$ cat config.mk
export PLATFORM = sky130hd
export DESIGN_NAME = vec_intc
export DESIGN_NICKNAME = d
export VERILOG_FILES = /design/src/rtl/intc_pkg.sv /design/src/rtl/intc_regs.sv /design/src/rtl/intc_arb.sv /design/src/rtl/intc_vec.sv /design/src/rtl/vec_intc.sv
export SDC_FILE = /design/constraint.sdc
export NUM_CORES = 1
export LEC_CHECK = 0
export ABC_AREA = 1
export BUFFER_PORTS_ARGS = -buffer_cell sky130_fd_sc_hd__buf_2
export CAP_MARGIN = 20
export CELL_PAD_IN_SITES_DETAIL_PLACEMENT = 1
export CELL_PAD_IN_SITES_GLOBAL_PLACEMENT = 1
export CORE_ASPECT_RATIO = 0.75
export CORE_UTILIZATION = 40
export CTS_CLUSTER_DIAMETER = 40
export DETAILED_ROUTE_END_ITERATION = 8
export GPL_TIMING_DRIVEN = 0
export MAX_ROUTING_LAYER = met4
export PLACE_DENSITY = 0.84
export SYNTH_ARGS = -nofsm -noshare
export SYNTH_HDL_FRONTEND = slang
export SYNTH_HIERARCHICAL = 1
export SYNTH_SLANG_ARGS = --single-unit
$ cat constraint.sdc
create_clock -name clk_i -period 18.43 [get_ports clk_i]
set_clock_uncertainty 0.15 [all_clocks]
set_input_delay 3.686 -clock clk_i [delete_from_list [all_inputs] [get_ports clk_i]]
set_output_delay 3.686 -clock clk_i [all_outputs]
set_load 0.05 [all_outputs]
$ cat src/rtl/intc_pkg.sv
package intc_pkg;
  typedef logic [7:0] byte_t;

  // power-on control byte for a source
  function automatic byte_t ctrl_reset_val(int unsigned src);
    if (src >= 1 && src <= 7) return byte_t'(src * 4);
    else if (src == 8)        return 8'h1C;
    else if (src >= 9 && src <= 11) return 8'h80;
    else                      return 8'h00;
  endfunction
endpackage

$ cat src/rtl/intc_regs.sv
module intc_regs
  import intc_pkg::*;
#(
  parameter int unsigned N_SRC       = 13,
  parameter int unsigned REG_W       = 16,
  parameter int unsigned ADDR_W      = 8,
  parameter int unsigned CTRL_BASE   = 'h14,
  parameter int unsigned MASK_ADDR   = 'h36,
  parameter int unsigned PEND_ADDR   = 'h3A,
  parameter int unsigned WVEC_ADDR   = 'h42,
  parameter int unsigned UVEC0_ADDR  = 'h70,
  parameter int unsigned UVEC1_ADDR  = 'h71,
  parameter logic [15:0] MASK_RST    = 16'h3FFE,
  parameter logic [7:0]  VEC_RST     = 8'h0F
) (
  input  logic                   clk_i,
  input  logic                   rst_ni,
  input  logic                   we_i,
  input  logic [ADDR_W-1:0]      addr_i,
  input  logic [7:0]             wdata_i,
  input  logic [REG_W-1:0]       pend_i,
  output logic [7:0]             rdata_o,
  output logic [N_SRC:1][7:0]    ctrl_o,
  output logic [REG_W-1:0]       mask_o,
  output logic [7:0]             wvec_o,
  output logic [7:0]             uvec0_o,
  output logic [7:0]             uvec1_o
);
  localparam logic [ADDR_W-1:0] MASK_HI = ADDR_W'(MASK_ADDR);
  localparam logic [ADDR_W-1:0] MASK_LO = ADDR_W'(MASK_ADDR + 1);
  localparam logic [ADDR_W-1:0] PEND_HI = ADDR_W'(PEND_ADDR);
  localparam logic [ADDR_W-1:0] PEND_LO = ADDR_W'(PEND_ADDR + 1);
  localparam logic [ADDR_W-1:0] WVEC_A  = ADDR_W'(WVEC_ADDR);
  localparam logic [ADDR_W-1:0] UVEC0_A = ADDR_W'(UVEC0_ADDR);
  localparam logic [ADDR_W-1:0] UVEC1_A = ADDR_W'(UVEC1_ADDR);

  logic [N_SRC:1][7:0] ctrl_q;
  logic [REG_W-1:0]    mask_q;
  logic [7:0]          wvec_q, uvec0_q, uvec1_q;

  for (genvar g = 1; g <= N_SRC; g++) begin : g_ctrl
    localparam logic [ADDR_W-1:0] MY_A = ADDR_W'(CTRL_BASE + g - 1);
    always_ff @(posedge clk_i or negedge rst_ni) begin
      if (!rst_ni)                      ctrl_q[g] <= ctrl_reset_val(g);
      else if (we_i && addr_i == MY_A)  ctrl_q[g] <= wdata_i;
    end
  end

  always_ff @(posedge clk_i or negedge rst_ni) begin
    if (!rst_ni) begin
      mask_q  <= MASK_RST;
      wvec_q  <= VEC_RST;
      uvec0_q <= VEC_RST;
      uvec1_q <= VEC_RST;
    end else if (we_i) begin
      if (addr_i == MASK_HI) mask_q[15:8] <= wdata_i;
      if (addr_i == MASK_LO) mask_q[7:0]  <= wdata_i;
      if (addr_i == WVEC_A)  wvec_q       <= wdata_i;
      if (addr_i == UVEC0_A) uvec0_q      <= wdata_i;
      if (addr_i == UVEC1_A) uvec1_q      <= wdata_i;
    end
  end

  always_comb begin
    rdata_o = '0;
    for (int i = 1; i <= N_SRC; i++)
      if (addr_i == ADDR_W'(CTRL_BASE + i - 1)) rdata_o = ctrl_q[i];
    if (addr_i == MASK_HI) rdata_o = mask_q[15:8];
    if (addr_i == MASK_LO) rdata_o = mask_q[7:0];
    if (addr_i == PEND_HI) rdata_o = pend_i[15:8];
    if (addr_i == PEND_LO) rdata_o = pend_i[7:0];
    if (addr_i == WVEC_A)  rdata_o = wvec_q;
    if (addr_i == UVEC0_A) rdata_o = uvec0_q;
    if (addr_i == UVEC1_A) rdata_o = uvec1_q;
  end

  assign ctrl_o  = ctrl_q;
  assign mask_o  = mask_q;
  assign wvec_o  = wvec_q;
  assign uvec0_o = uvec0_q;
  assign uvec1_o = uvec1_q;
endmodule

$ cat src/rtl/intc_arb.sv
module intc_arb #(
  parameter int unsigned N_SRC   = 13,
  parameter int unsigned PRI_W   = 5,
  parameter int unsigned MIN_PRI = 4,
  localparam int unsigned IDX_W  = $clog2(N_SRC + 1)
) (
  input  logic [N_SRC:1]       active_i,
  input  logic [N_SRC:1][7:0]  ctrl_i,
  output logic                 valid_o,
  output logic [IDX_W-1:0]     win_idx_o,
  output logic [7:0]           win_ctrl_o
);
  logic [PRI_W-1:0] best_pri;

  // strict compare keeps the lower index on a tie
  always_comb begin
    best_pri   = '0;
    win_idx_o  = '0;
    win_ctrl_o = '0;
    for (int i = 1; i <= N_SRC; i++) begin
      if (active_i[i] && ctrl_i[i][PRI_W-1:0] > best_pri) begin
        best_pri   = ctrl_i[i][PRI_W-1:0];
        win_idx_o  = IDX_W'(i);
        win_ctrl_o = ctrl_i[i];
      end
    end
    valid_o = best_pri >= PRI_W'(MIN_PRI);
  end
endmodule

$ cat src/rtl/intc_vec.sv
module intc_vec #(
  parameter int unsigned N_SRC     = 13,
  parameter int unsigned AUTO_BASE = 24,
  parameter int unsigned SRC_WDOG  = 8,
  parameter int unsigned SRC_UART0 = 12,
  parameter int unsigned SRC_UART1 = 13,
  parameter logic [7:0]  VEC_NONE  = 8'h0F,
  localparam int unsigned IDX_W    = $clog2(N_SRC + 1)
) (
  input  logic             valid_i,
  input  logic [IDX_W-1:0] win_idx_i,
  input  logic [7:0]       win_ctrl_i,
  input  logic [7:0]       wvec_i,
  input  logic [7:0]       uvec0_i,
  input  logic [7:0]       uvec1_i,
  output logic [2:0]       level_o,
  output logic [7:0]       vector_o
);
  always_comb begin
    level_o  = '0;
    vector_o = '0;
    if (valid_i) begin
      level_o = win_ctrl_i[4:2];
      if (win_ctrl_i[7])                          vector_o = 8'(AUTO_BASE) + {5'b0, level_o};
      else if (win_idx_i == IDX_W'(SRC_WDOG))     vector_o = wvec_i;
      else if (win_idx_i == IDX_W'(SRC_UART0))    vector_o = uvec0_i;
      else if (win_idx_i == IDX_W'(SRC_UART1))    vector_o = uvec1_i;
      else                                        vector_o = VEC_NONE;
    end
  end
endmodule

$ cat src/rtl/vec_intc.sv
module vec_intc
  import intc_pkg::*;
#(
  parameter int unsigned N_SRC     = 13,
  parameter int unsigned REG_W     = 16,
  parameter int unsigned ADDR_W    = 8,
  parameter int unsigned MIN_PRI   = 4,
  parameter int unsigned AUTO_BASE = 24
) (
  input  logic              clk_i,
  input  logic              rst_ni,
  input  logic [REG_W-1:0]  irq_i,
  input  logic              we_i,
  input  logic [ADDR_W-1:0] addr_i,
  input  logic [7:0]        wdata_i,
  output logic [7:0]        rdata_o,
  output logic [2:0]        level_o,
  output logic [7:0]        vector_o
);
  localparam int unsigned IDX_W = $clog2(N_SRC + 1);

  logic [REG_W-1:0]    pend_w, mask_w;
  logic [N_SRC:1][7:0] ctrl_w;
  logic [N_SRC:1]      active_w;
  logic [7:0]          wvec_w, uvec0_w, uvec1_w, win_ctrl_w, vec_d;
  logic [IDX_W-1:0]    win_idx_w;
  logic                valid_w;
  logic [2:0]          lvl_d;

  always_comb begin
    pend_w = '0;
    pend_w[N_SRC:1] = irq_i[N_SRC:1];
  end
  assign active_w = pend_w[N_SRC:1] & ~mask_w[N_SRC:1];

  intc_regs #(.N_SRC(N_SRC), .REG_W(REG_W), .ADDR_W(ADDR_W)) u_regs (
    .clk_i, .rst_ni, .we_i, .addr_i, .wdata_i,
    .pend_i(pend_w), .rdata_o, .ctrl_o(ctrl_w), .mask_o(mask_w),
    .wvec_o(wvec_w), .uvec0_o(uvec0_w), .uvec1_o(uvec1_w)
  );

  intc_arb #(.N_SRC(N_SRC), .MIN_PRI(MIN_PRI)) u_arb (
    .active_i(active_w), .ctrl_i(ctrl_w), .valid_o(valid_w),
    .win_idx_o(win_idx_w), .win_ctrl_o(win_ctrl_w)
  );

  intc_vec #(.N_SRC(N_SRC), .AUTO_BASE(AUTO_BASE)) u_vec (
    .valid_i(valid_w), .win_idx_i(win_idx_w), .win_ctrl_i(win_ctrl_w),
    .wvec_i(wvec_w), .uvec0_i(uvec0_w), .uvec1_i(uvec1_w),
    .level_o(lvl_d), .vector_o(vec_d)
  );

  always_ff @(posedge clk_i or negedge rst_ni) begin
    if (!rst_ni) begin
      level_o  <= '0;
      vector_o <= '0;
    end else begin
      level_o  <= lvl_d;
      vector_o <= vec_d;
    end
  end
endmodule

# Yosys cells after proc, flatten, opt, wreduce, memory -nomap -nowiden
# Index checks and enable logic that the tools add are counted.
# Widths: inputs -> output; s select.
# totals
ff_bits	155
output_inout_bits	19
# classes
n_addsub	1
magnitude_cmp	14
n_eq_ne	23
mux	65
n_bitwise	2
reduce_logical	31
# ops
op	n
$mux 8	38
$eq 8x5->1 const B	12
$mux 5	13
$gt 5x5->1	12
$eq 8x6->1 const B	5
$logic_and 1x1->1	26
$eq 8x7->1 const B	3
$mux 4	6
$mux 3	5
$and 13x13->13	1
$not 13->13	1
$eq 4x4->1 const B	3
$reduce_and 2->1	5
$add 5x3->6 const A	1
$ge 5x3->1 const B	1
$gt 5x1->1 const B	1
$mux 2	2
$mux 1	1

# Depth between registers and ports, before layout
# Gate-level depths: netlist of the first run.
# logic_depth
word_depth	46
depth_mapped	127
mapped_depth_nobuf	117

# Modules after synthesis
# The synthesis of the first run kept the hierarchy.
# modules_own_cells
mod	n_inst	cells_each	area_per_inst_um2	seq_area_each_um2
intc_regs	1	834	6797.8	3657.3
intc_arb	1	641	3598.5	0.0
vec_intc	1	38	409.1	275.3
intc_vec	1	82	402.9	0.0

# Worst setup path after synthesis of the first run
# Ideal clock, no wire load.
# synth_path
path_kind	input to register
from	input irq_i[1]
to	register vector_o[5]
arrival_ns	17.589
path_slack_ns	0.614
stages	118
cell_sequence	inv_1 nor2_2 nand2_1 inv_1 nand2_1 ha_1 nand2_1 nor2_2 a21oi_2 nand2_2 buf_6 nand2_1 o21ai_0 ha_1 nand2_1 nor2_1 nand3b_1 nand2_2 [82 not listed] nor2_2 nor2_4 nand2_4 buf_6 nand2_2 and2_1 ha_1 nand4_1 o221ai_1 nand2_1 buf_4 nand3_1 nand2_1 nand3_1 inv_1 nor2_1 o21ai_0 a21oi_1
# synth_lines
element	line_no	source
start: declaration	vec_intc.sv:12	input logic [REG_W-1:0] irq_i,
$and 13x13->13 (*)	vec_intc.sv:34	assign active_w = pend_w[N_SRC:1] & ~mask_w[N_SRC:1];
via active_w (one bit)	vec_intc.sv:24	logic [N_SRC:1] active_w;
$logic_and 1x1->1 (*)	intc_arb.sv:21	if (active_i[i] && ctrl_i[i][PRI_W-1:0] > best_pri) begin
$mux 5 (*)	intc_arb.sv:21	
$gt 5x5->1	intc_arb.sv:21	
$logic_and 1x1->1	intc_arb.sv:21	
$mux 5 (*)	intc_arb.sv:21	
$gt 5x5->1	intc_arb.sv:21	
[28 not listed]	n/a	
$mux 5 (*)	intc_arb.sv:21	
$gt 5x5->1	intc_arb.sv:21	
$logic_and 1x1->1	intc_arb.sv:21	
$mux 5 (*)	intc_arb.sv:21	
$ge 5x3->1 (*)	intc_arb.sv:27	valid_o = best_pri >= PRI_W'(MIN_PRI);
via valid_w	vec_intc.sv:27	logic valid_w;
$mux 8 (*)	intc_vec.sv:22	if (valid_i) begin
via vec_d[5]	vec_intc.sv:25	logic [7:0] wvec_w, uvec0_w, uvec1_w, win_ctrl_w, vec_d;
end signal: assignment	vec_intc.sv:59	vector_o <= vec_d;
end: declaration	vec_intc.sv:18	output logic [7:0] vector_o
# The timed path passes the listed nets; every way through them passes the cells marked *.
# A chain may end at the register's enable or synchronous reset.

# Worst setup path in the final report of the first run
# layout_path
from	input irq_i[1]
to	register vector_o[0]
# layout_via
elab_chain_len	45
# layout_rtl
element	line_no	source
$and 13x13->13 (*)	vec_intc.sv:34	
via active_w (one bit)	vec_intc.sv:24	
$logic_and 1x1->1 (*)	intc_arb.sv:21	
$mux 5	intc_arb.sv:21	
$gt 5x5->1	intc_arb.sv:21	
$logic_and 1x1->1	intc_arb.sv:21	
$mux 5	intc_arb.sv:21	
$gt 5x5->1	intc_arb.sv:21	
[32 not listed]	n/a	
via win_idx_w[0]	vec_intc.sv:26	logic [IDX_W-1:0] win_idx_w;
$eq 4x4->1	intc_vec.sv:27	else if (win_idx_i == IDX_W'(SRC_UART1)) vector_o = uvec1_i;
$mux 8	intc_vec.sv:27	
$mux 8	intc_vec.sv:26	else if (win_idx_i == IDX_W'(SRC_UART0)) vector_o = uvec0_i;
$mux 8 (*)	intc_vec.sv:25	else if (win_idx_i == IDX_W'(SRC_WDOG)) vector_o = wvec_i;
$mux 8 (*)	intc_vec.sv:24	if (win_ctrl_i[7]) vector_o = 8'(AUTO_BASE) + {5'b0, level_o};
$mux 8 (*)	intc_vec.sv:22	
via vec_d[0]	vec_intc.sv:25	
# Marked as above.

==> results of run 1 <==
-- registers in the layout, indices dropped and copies added (netlist names) --
name / cells
level_o: 3
u_regs/ctrl_o: 104
u_regs/mask_o: 16
u_regs/uvec0_o: 8
u_regs/uvec1_o: 8
u_regs/wvec_o: 8
vector_o: 8
-- cell usage in the layout, fill, tap and decap left out, drive strengths merged, types with 9 or more instances in the layout --
master    n
or2      11
buf     124
o21ai   180
inv     199
a21oi    33
nand4    33
nand3   153
dfstp    43
ha       37
nand2   503
nand3b   20
clkbuf   41
nor3     14
dfrtp   112
o21bai    9
nor2    123
-- critical path: cells and delay by family --
| family | cells | cell delay, ns |
|---|---|---|
| AND/OR/NAND/NOR | 72 | 6.83 |
| adder cells (fa/ha/maj) | 12 | 3.52 |
| buffers and inverters | 20 | 2.21 |
| AO/OA/AOI/OAI | 13 | 1.77 |
-- per-stage QoR --
stage	instances	setup TNS [ns]	hold slack, ns
after global placement	1935	-17.21	0.3108
final	2021	0	0.3393
after CTS	1987	0	0.3405
after floorplan	1543	0	0.2956
after detailed placement	1936	-24.63	0.3242
after global routing	2021	-2.152	0.3742
-- repair_timing --
action	CTS	global route
hold endpoints to repair	0	0
cloned	0	3
gates resized for setup	74	82
pin swaps	38	65
buffers inserted	20	33
endpoints found under the setup margin	11	11
-- cell type report --
class	count	area, um2
Fill cell	3365	13110
Multi-Input combinational cell	1144	6554
Sequential cell	155	3933
Inverter	201	775.7
Timing Repair Buffer	103	691.9
Clock buffer	20	466.7
Tap cell	344	430.4
Buffer	42	269.0
Clock inverter	12	185.2
-- metal layers --
layer	up-vias	GRT usage (%)
met2	412	44.70
met5	-	-
met4	0	6.339
li1	5240	-
met1	5734	40.58
met3	62	5.152
-- how the worst max path moves through the flow --
stage | startpoint | end | slack [ns] | cells after the start
after floorplan | irq_i[1] | vector_o[5]$_DFF_PN0_ | 0.89 | 118
after global routing | irq_i[1] | vector_o[7]$_DFF_PN0_ | -0.28 | 120
after global placement | irq_i[1] | vector_o[6]$_DFF_PN0_ | -1.82 | 115
after CTS | irq_i[1] | vector_o[2]$_DFF_PN0_ | 0.01 | 122
after detailed placement | irq_i[1] | vector_o[5]$_DFF_PN0_ | -2.49 | 113
final | irq_i[1] | vector_o[0]$_DFF_PN0_ | 0.55 | 117
==> results.tsv, run 1 <==
metric	value	unit
Clock Tree Buf Depth	2	
fin util	50.36	%
core area	26420	um2
WL/cell	20.39	um
final setup fails	0	
vias in the first global route	11451	
Hold EP	u_regs/ctrl_o[22]$_DFFE_PN0P_	
clk root buf	clkbuf_16	
min cycle time layout	17.88	ns
initial antenna violation count	0	
startpoint type of the worst setup path	input pin	
placed cell area	11640	um2
share of cells above drive strength 1	26.60	%
Sink Count	155	
Via density	5.665	
die area	27990	um2
MaxCap Viol Count	0	
final hold vios	0	
most frequent CP cell	nand2_4	
dpl hpwl	28.90	mm
hold wc startpoint	u_regs/ctrl_o[22]$_DFFE_PN0P_	
CP required	18.63	ns
max_slew headroom	45.30	%
post-route cell area	13310	um2
Hold Crit Class	reg2reg	
Critical R2R Launch	u_regs/ctrl_o[2]$_DFFE_PN1P_	
pre-CTS WS	-2.487	ns
Starting Density	41.37	%
slowest cell on the critical path	ha_1	
die width	192.9	um
post-synthesis instance area	10930	um2
GRT Total Usage	29.37	%
NumNets Final	1736	
worst r2r path cells	116	
CTS Hold Bufs	0	
f_max	0.05594	GHz
largest net degree at the start of global routing	102	
H-tree Lvls	4	
final wirelength	41.21	mm
max layer used	met4	
Worst Hold Depth	2	
met2 routed WL	19.01	mm
Reg2Reg Setup Slack	3.34	ns
Worst Setup End Kind	flop	
vias after detailed routing	11448	
fin. max-slew vios	0	
number of diodes	0	
CTS tree	done	
initial detailed-routing violation count	988	
Final period util	97.00	%
global placer's final weighted congestion	0.8843	
row cnt	51	
port bufs	48	
final worst setup slack	0.5534	ns
first-pass GRT wire length	61.86	mm
WL met3	2.641	mm
Worst-Margin Slew	0.8161	ns
drt first pass iters	5	
Metal-1 WL	18.78	mm
clk slew on worst S/H paths	0.06	ns
I/O pin count	54	
max incr delay on CP	0.36	ns
DRC violations left	0	
Area growth syn-to-layout	21.75	%
status	complete, no violations	
die height	145.1	um
cts bufs inserted	17	
cells after synthesis	1541	
worst skew pair latency	0.43	ns
Max FO, Critical Path	11	
Mean Syn Cell Area	7.091	um2
Ys Warns	6	
Post-DRT Antenna Nets	0	
data arrival time of the critical path	18.08	ns
gr ovfl total	0	
Setup CP Type	in2reg	
RR Endpoint	vector_o[0]$_DFF_PN0_	
Power of run 1 is not shown: default switching activity piles up to over one toggle a cycle in this logic, so the estimate is an artifact.
==> run 2, diff against run 1 <==
--- a/config.mk
+++ b/config.mk
@@ -19,5 +19,4 @@
 export PLACE_DENSITY = 0.84
 export SYNTH_ARGS = -nofsm -noshare
 export SYNTH_HDL_FRONTEND = slang
-export SYNTH_HIERARCHICAL = 1
 export SYNTH_SLANG_ARGS = --single-unit
==> results.tsv, run 2 <==
metric	value	unit	change
H-tree Lvls	4		unchanged
most frequent CP cell	nand2_2		was nand2_4
Hold Crit Class	reg2reg		unchanged
drt first pass iters	5		unchanged
core area	24090	um2	was 26420 um2
#FFs+latches synth	155		
Area growth syn-to-layout	23.97	%	was 21.75%
most common cell after layout, fill and taps aside	nand2_1		unchanged
GRT Total Usage	29.25	%	was 29.37%
Synth Net Count	1425		
cts bufs inserted	17		unchanged
Synth top cells by count	nand2_1, o21ai_0, inv_1, dfrtp_1, nand3_1		
fin. max-slew vios	0		unchanged
NumNets Final	1550		was 1736
die area	25340	um2	was 27990 um2
CTS tree	done		unchanged
share of cells above drive strength 1	24.87	%	was 26.60%
Fin Hold WS	0.3434	ns	was 0.3393 ns
post-synthesis instance area	9882	um2	was 10930 um2
post-synthesis sequential area ratio	39.79	%	
status	complete, no violations		unchanged
global placer's final weighted congestion	0.8647		was 0.8843
I/O pin count	54		unchanged
die height	138.1	um	was 145.1 um
WL/cell	20.48	um	was 20.39 um
startpoint type of the worst setup path	input pin		unchanged
data arrival time of the critical path	18.27	ns	was 18.08 ns
gr ovfl total	0		unchanged
Setup CP Type	in2reg		unchanged
vias in the first global route	10059		was 11.45k
Worst Setup End Kind	flop		unchanged
Final period util	97.89	%	was 97.00%
most frequent cells in the layout	nand2_1, o21ai_0, inv_1		was nand2_1, inv_1, o21ai_0
DRC violations left	0		unchanged
Worst-Margin Slew	1.035	ns	was 0.8161 ns
Primary FF master, synth	dfrtp_1		
port bufs	49		was 48
number of diodes	0		unchanged
final wirelength	37.18	mm	was 41.21 mm
min cycle time layout	18.04	ns	was 17.88 ns
share of the synthesized area in the top cell type	28.36	%	
vias after detailed routing	10290		was 11.45k
clk root buf	clkbuf_16		unchanged
largest net degree at the start of global routing	101		was 102
max incr delay on CP	0.39	ns	was 0.36 ns
MaxCap Viol Count	0		unchanged
die width	183.5	um	was 192.9 um
initial detailed-routing violation count	756		was 988
Ys Warns	0		was 6
worst skew pair latency	0.44	ns	was 0.43 ns
row cnt	49		was 51
Clock Tree Buf Depth	2		unchanged
CTS Hold Bufs	0		unchanged
Synth cell types	46		
Final Non-Filler Cells	1815		was 2021
Max FO, Critical Path	10		was 11
first-pass GRT wire length	55.43	mm	was 61.86 mm
final hold vios	0		unchanged
max_slew headroom	29.24	%	was 45.30%
post-synth top area cell	dfrtp_1		
CP required	18.66	ns	was 18.63 ns
most frequent cell after synthesis	nand2_1		
dpl hpwl	25.67	mm	was 28.90 mm
dominant cells by area after synthesis	dfrtp_1, nand2_1, dfstp_2		
EDFF count, synth	0		
slowest cell on the critical path	a2111oi_4		was ha_1
f_max	0.05543	GHz	was 0.05594 GHz
Via density	5.669		was 5.665
initial antenna violation count	0		unchanged
fin util	50.84	%	was 50.36%
clk slew on worst S/H paths	0.06	ns	about the same
final setup fails	0		unchanged
Starting Density	41.01	%	was 41.37%
Mean Syn Cell Area	7.342	um2	was 7.091 um2
async set-or-reset flop fraction in the synthesized netlist	100.0	%	
Post-DRT Antenna Nets	0		unchanged
placed cells	1730		was 1936
Sink Count	155		unchanged
max reg flops	104		unchanged
cells after synthesis	1346		was 1541
==> run 2: per-layer routing <==
metal | vias to the layer above | wire length, um | global-route usage, %
li1 | 4714 | - | -
met1 | 5199 | 16550 | 40.72
met2 | 308 | 17520 | 43.60
met3 | 69 | 2322 | 4.953
met4 | 0 | 781 | 8.421
met5 | - | 0 | -
==> run 2: critical path: cells and delay by family <==
family	cells	cell delay, ns
and+or+nand+nor	66	6.54
adders and majority gates	12	3.49
AOI/OAI and AO/OA	14	2.32
buffers and inverters	17	2.11
==> run 2: logic make-up after synthesis <==
group | synth area share [%]
AND/OR/NAND/NOR | 30.53
AO/OA/AOI/OAI | 15.89
buffers and inverters | 7.647
flip-flops | 39.79
multiplexers | 0.5697
adder cells (fa/ha/maj) | 5.571
==> run 2: cell type report <==
class / count / area, um2
clock buffer: 20 / 446.7
fill: 2976 / 11840
clock inverter: 12 / 147.6
tap: 331 / 414.1
sequential: 155 / 3933
multi-input combinational: 1005 / 5813
buffer: 36 / 200.2
inverter: 151 / 583.1
timing repair buffer: 105 / 713.2
==> run 2: repair_timing <==
item / 4_1_cts / 5_1_grt
pin swaps: 4 / 64
gates cloned: 0 / 3
gates resized for setup: 37 / 126
setup buffers: 2 / 48
setup endpoints to repair: 11 / 11
==> run 2: worst paths after layout <==
check                      slack, ns  depth (start not counted)                     startpoint                       endpoint
max                             0.39                        109                       irq_i[1]          vector_o[6]$_DFF_PN0_
min                             0.34                          2  u_regs.ctrl_o[22]$_DFFE_PN0P_  u_regs.ctrl_o[22]$_DFFE_PN0P_
max reg2reg                     3.23                        108   u_regs.ctrl_o[2]$_DFFE_PN1P_          vector_o[6]$_DFF_PN0_
min reg2reg                     0.34                          2  u_regs.ctrl_o[22]$_DFFE_PN0P_  u_regs.ctrl_o[22]$_DFFE_PN0P_
max in group asynchronous      14.16                          2                         rst_ni  u_regs.ctrl_o[71]$_DFFE_PN1P_
min in group asynchronous       3.06                          1                         rst_ni          vector_o[4]$_DFF_PN0_
==> run 2: stage by stage <==
stage	TNS [ns]	setup slack, ns	cell area, um2
2_1_floorplan	0	1.240	9882
3_3_place_gp	-15.88	-1.751	10540
3_5_place_dp	-23.21	-2.445	10600
4_1_cts	0	0.003592	11270
5_1_grt	-4.088	-0.5220	12250
6_report	0	0.3884	12250
Power of run 2 is left out for the same reason.
==> run 3, diff against run 2 <==
==> constraint.sdc (replaced) <==
create_clock -name clk_i -period 21.1 [get_ports clk_i]
set_clock_uncertainty 0.15 [all_clocks]
set_input_delay 4.22 -clock clk_i [delete_from_list [all_inputs] [get_ports clk_i]]
set_output_delay 4.22 -clock clk_i [all_outputs]
set_load 0.05 [all_outputs]
==> results.tsv, run 3 (synthesis gave the netlist of run 2 again) <==
metric	value	unit	change
status	complete, no violations		unchanged
RR Endpoint	vector_o[7]$_DFF_PN0_		was vector_o[6]$_DFF_PN0_
most frequent CP cell	nand2_1		was nand2_2
port bufs	49		unchanged
Worst-Margin Slew	1.042	ns	was 1.035 ns
clk slew on worst S/H paths	0.06	ns	about the same
final setup fails	0		unchanged
core area	24090	um2	unchanged
global placer's final weighted congestion	0.8647		unchanged
cts bufs inserted	17		unchanged
RSZ-0062 raised after global routing	no		
Critical R2R Launch	u_regs.ctrl_o[2]$_DFFE_PN1P_		unchanged
H-tree Lvls	4		unchanged
GRT Total Usage	29.13	%	was 29.25%
die width	183.5	um	unchanged
max reg flops	104		unchanged
slowest cell on the critical path	o21ai_0		was a2111oi_4
final wirelength	34.83	mm	was 37.18 mm
placed cell area	10600	um2	unchanged
drt first pass iters	5		unchanged
most common cell after layout, fill and taps aside	nand2_1		unchanged
CTS tree	done		unchanged
dpl hpwl	25.67	mm	unchanged
worst skew pair latency	0.44	ns	about the same
largest net degree at the start of global routing	101		unchanged
Via density	5.625		was 5.669
initial antenna violation count	0		unchanged
Setup CP Type	in2reg		unchanged
hold wc startpoint	u_regs.mask_o[2]$_DFFE_PN1P_		was u_regs.ctrl_o[22]$_DFFE_PN0P_
final hold vios	0		unchanged
number of diodes	0		unchanged
die height	138.1	um	unchanged
post-route cell area	11260	um2	was 12250 um2
NumNets Final	1500		was 1550
I/O pin count	54		unchanged
max incr delay on CP	0.42	ns	was 0.39 ns
Sink Count	155		unchanged
WL/cell	19.74	um	was 20.48 um
Starting Density	41.01	%	unchanged
Reg2Reg Setup Slack	4.85	ns	was 3.23 ns
Max FO, Critical Path	10		unchanged
fin. max-slew vios	0		unchanged
DRC violations left	0		unchanged
data arrival time of the critical path	19.88	ns	was 18.27 ns
Post-DRT Antenna Nets	0		unchanged
vias in the first global route	10026		was 10.06k
startpoint type of the worst setup path	input pin		unchanged
Worst Hold Depth	2		unchanged
gr ovfl total	0		unchanged
Hold Crit Class	reg2reg		unchanged
Hold EP	u_regs.mask_o[2]$_DFFE_PN1P_		was u_regs.ctrl_o[22]$_DFFE_PN0P_
most frequent cells in the layout	nand2_1, o21ai_0, inv_1		unchanged
Area growth syn-to-layout	13.90	%	was 23.97%
CP required	21.33	ns	was 18.66 ns
MaxCap Viol Count	0		unchanged
Clock Tree Buf Depth	2		unchanged
die area	25340	um2	unchanged
worst r2r path cells	107		was 108
row cnt	49		unchanged
share of cells above drive strength 1	16.18	%	was 24.87%
vias after detailed routing	9929		was 10.29k
Final period util	93.12	%	
f_max	0.05090	GHz	
Worst Setup End Kind	flop		unchanged
clk root buf	clkbuf_16		unchanged
min cycle time layout	19.65	ns	
initial detailed-routing violation count	740		was 756
first-pass GRT wire length	55.25	mm	was 55.43 mm
max_slew headroom	28.73	%	was 29.24%
run 3: cell count changes in the layout (fill, tap and decap cells not counted), moves of 5 or more:
| cell | change |
|---|---|
| nor2_4 | -9 |
| nand2_2 | -19 |
| nand3_1 | +6 |
| nor2_1 | +8 |
| ha_1 | +14 |
| ha_4 | -14 |
| o21ai_2 | -17 |
| nand3_4 | -5 |
| nand2_1 | +28 |
| buf_4 | -45 |
| o21ai_0 | +18 |
| nand2_4 | -8 |
run 3: timing repair:
action | 4_1_cts | 5_1_grt
setup buffers | 0 | 3
hold buffers | 0 | 0
resized for setup | 0 | 21
setup endpoints to repair | 0 | 11
run 3: final cells by class:
type	instances	area, um2
Clock inverter	12	147.6
Fill cell	3033	12840
Multi-Input combinational cell	1004	5234
Timing Repair Buffer	56	322.8
Clock buffer	20	446.7
Sequential cell	155	3933
Buffer	36	188.9
Inverter	151	569.3
Tap cell	331	414.1
run 3: stage by stage:
step                setup slack (ns)  TNS [ns]  hold slack (ns)  util [%]  instances
global route                 0.01616         0           0.3537     46.72       1765
floorplan                      3.376         0           0.2979         -       1346
finish                         1.452         0           0.3437     46.72       1765
CTS                          0.02044         0           0.3387     46.45       1762
detailed placement           -0.3086    -2.134           0.3232     43.98       1730
global placement              0.3846         0           0.3134     43.75       1726
run 3: worst max-delay path by stage:
stage,startpoint,end,slack [ns],cells past startpoint
2_1_floorplan,irq_i[1],vector_o[1]$_DFF_PN0_,3.38,107
3_3_place_gp,irq_i[1],vector_o[7]$_DFF_PN0_,0.38,105
3_5_place_dp,irq_i[1],vector_o[5]$_DFF_PN0_,-0.31,109
4_1_cts,irq_i[1],vector_o[7]$_DFF_PN0_,0.02,109
5_1_grt,irq_i[1],vector_o[6]$_DFF_PN0_,0.02,115
6_report,irq_i[1],vector_o[7]$_DFF_PN0_,1.45,108
run 3: layer usage:
metal / vias to the layer above / global-route usage, % / part of all wire [%] / routed length, um
li1: 4611 / - / - / -
met1: 4985 / 40.63 / 47 / 16270
met2: 272 / 43.36 / 46 / 15860
met3: 61 / 4.953 / 5.6 / 1964
met4: 0 / 8.289 / 2.1 / 731
met5: - / - / 0 / 0
run 3: worst max-delay path: cells and delay by family:
family,cells,cell delay (ns)
adders and majority gates,12,3.76
buffers and inverters,16,1.90
AOI/OAI and AO/OA,17,3.64
and+or+nand+nor,63,6.35
Power of run 3 is left out for the same reason.
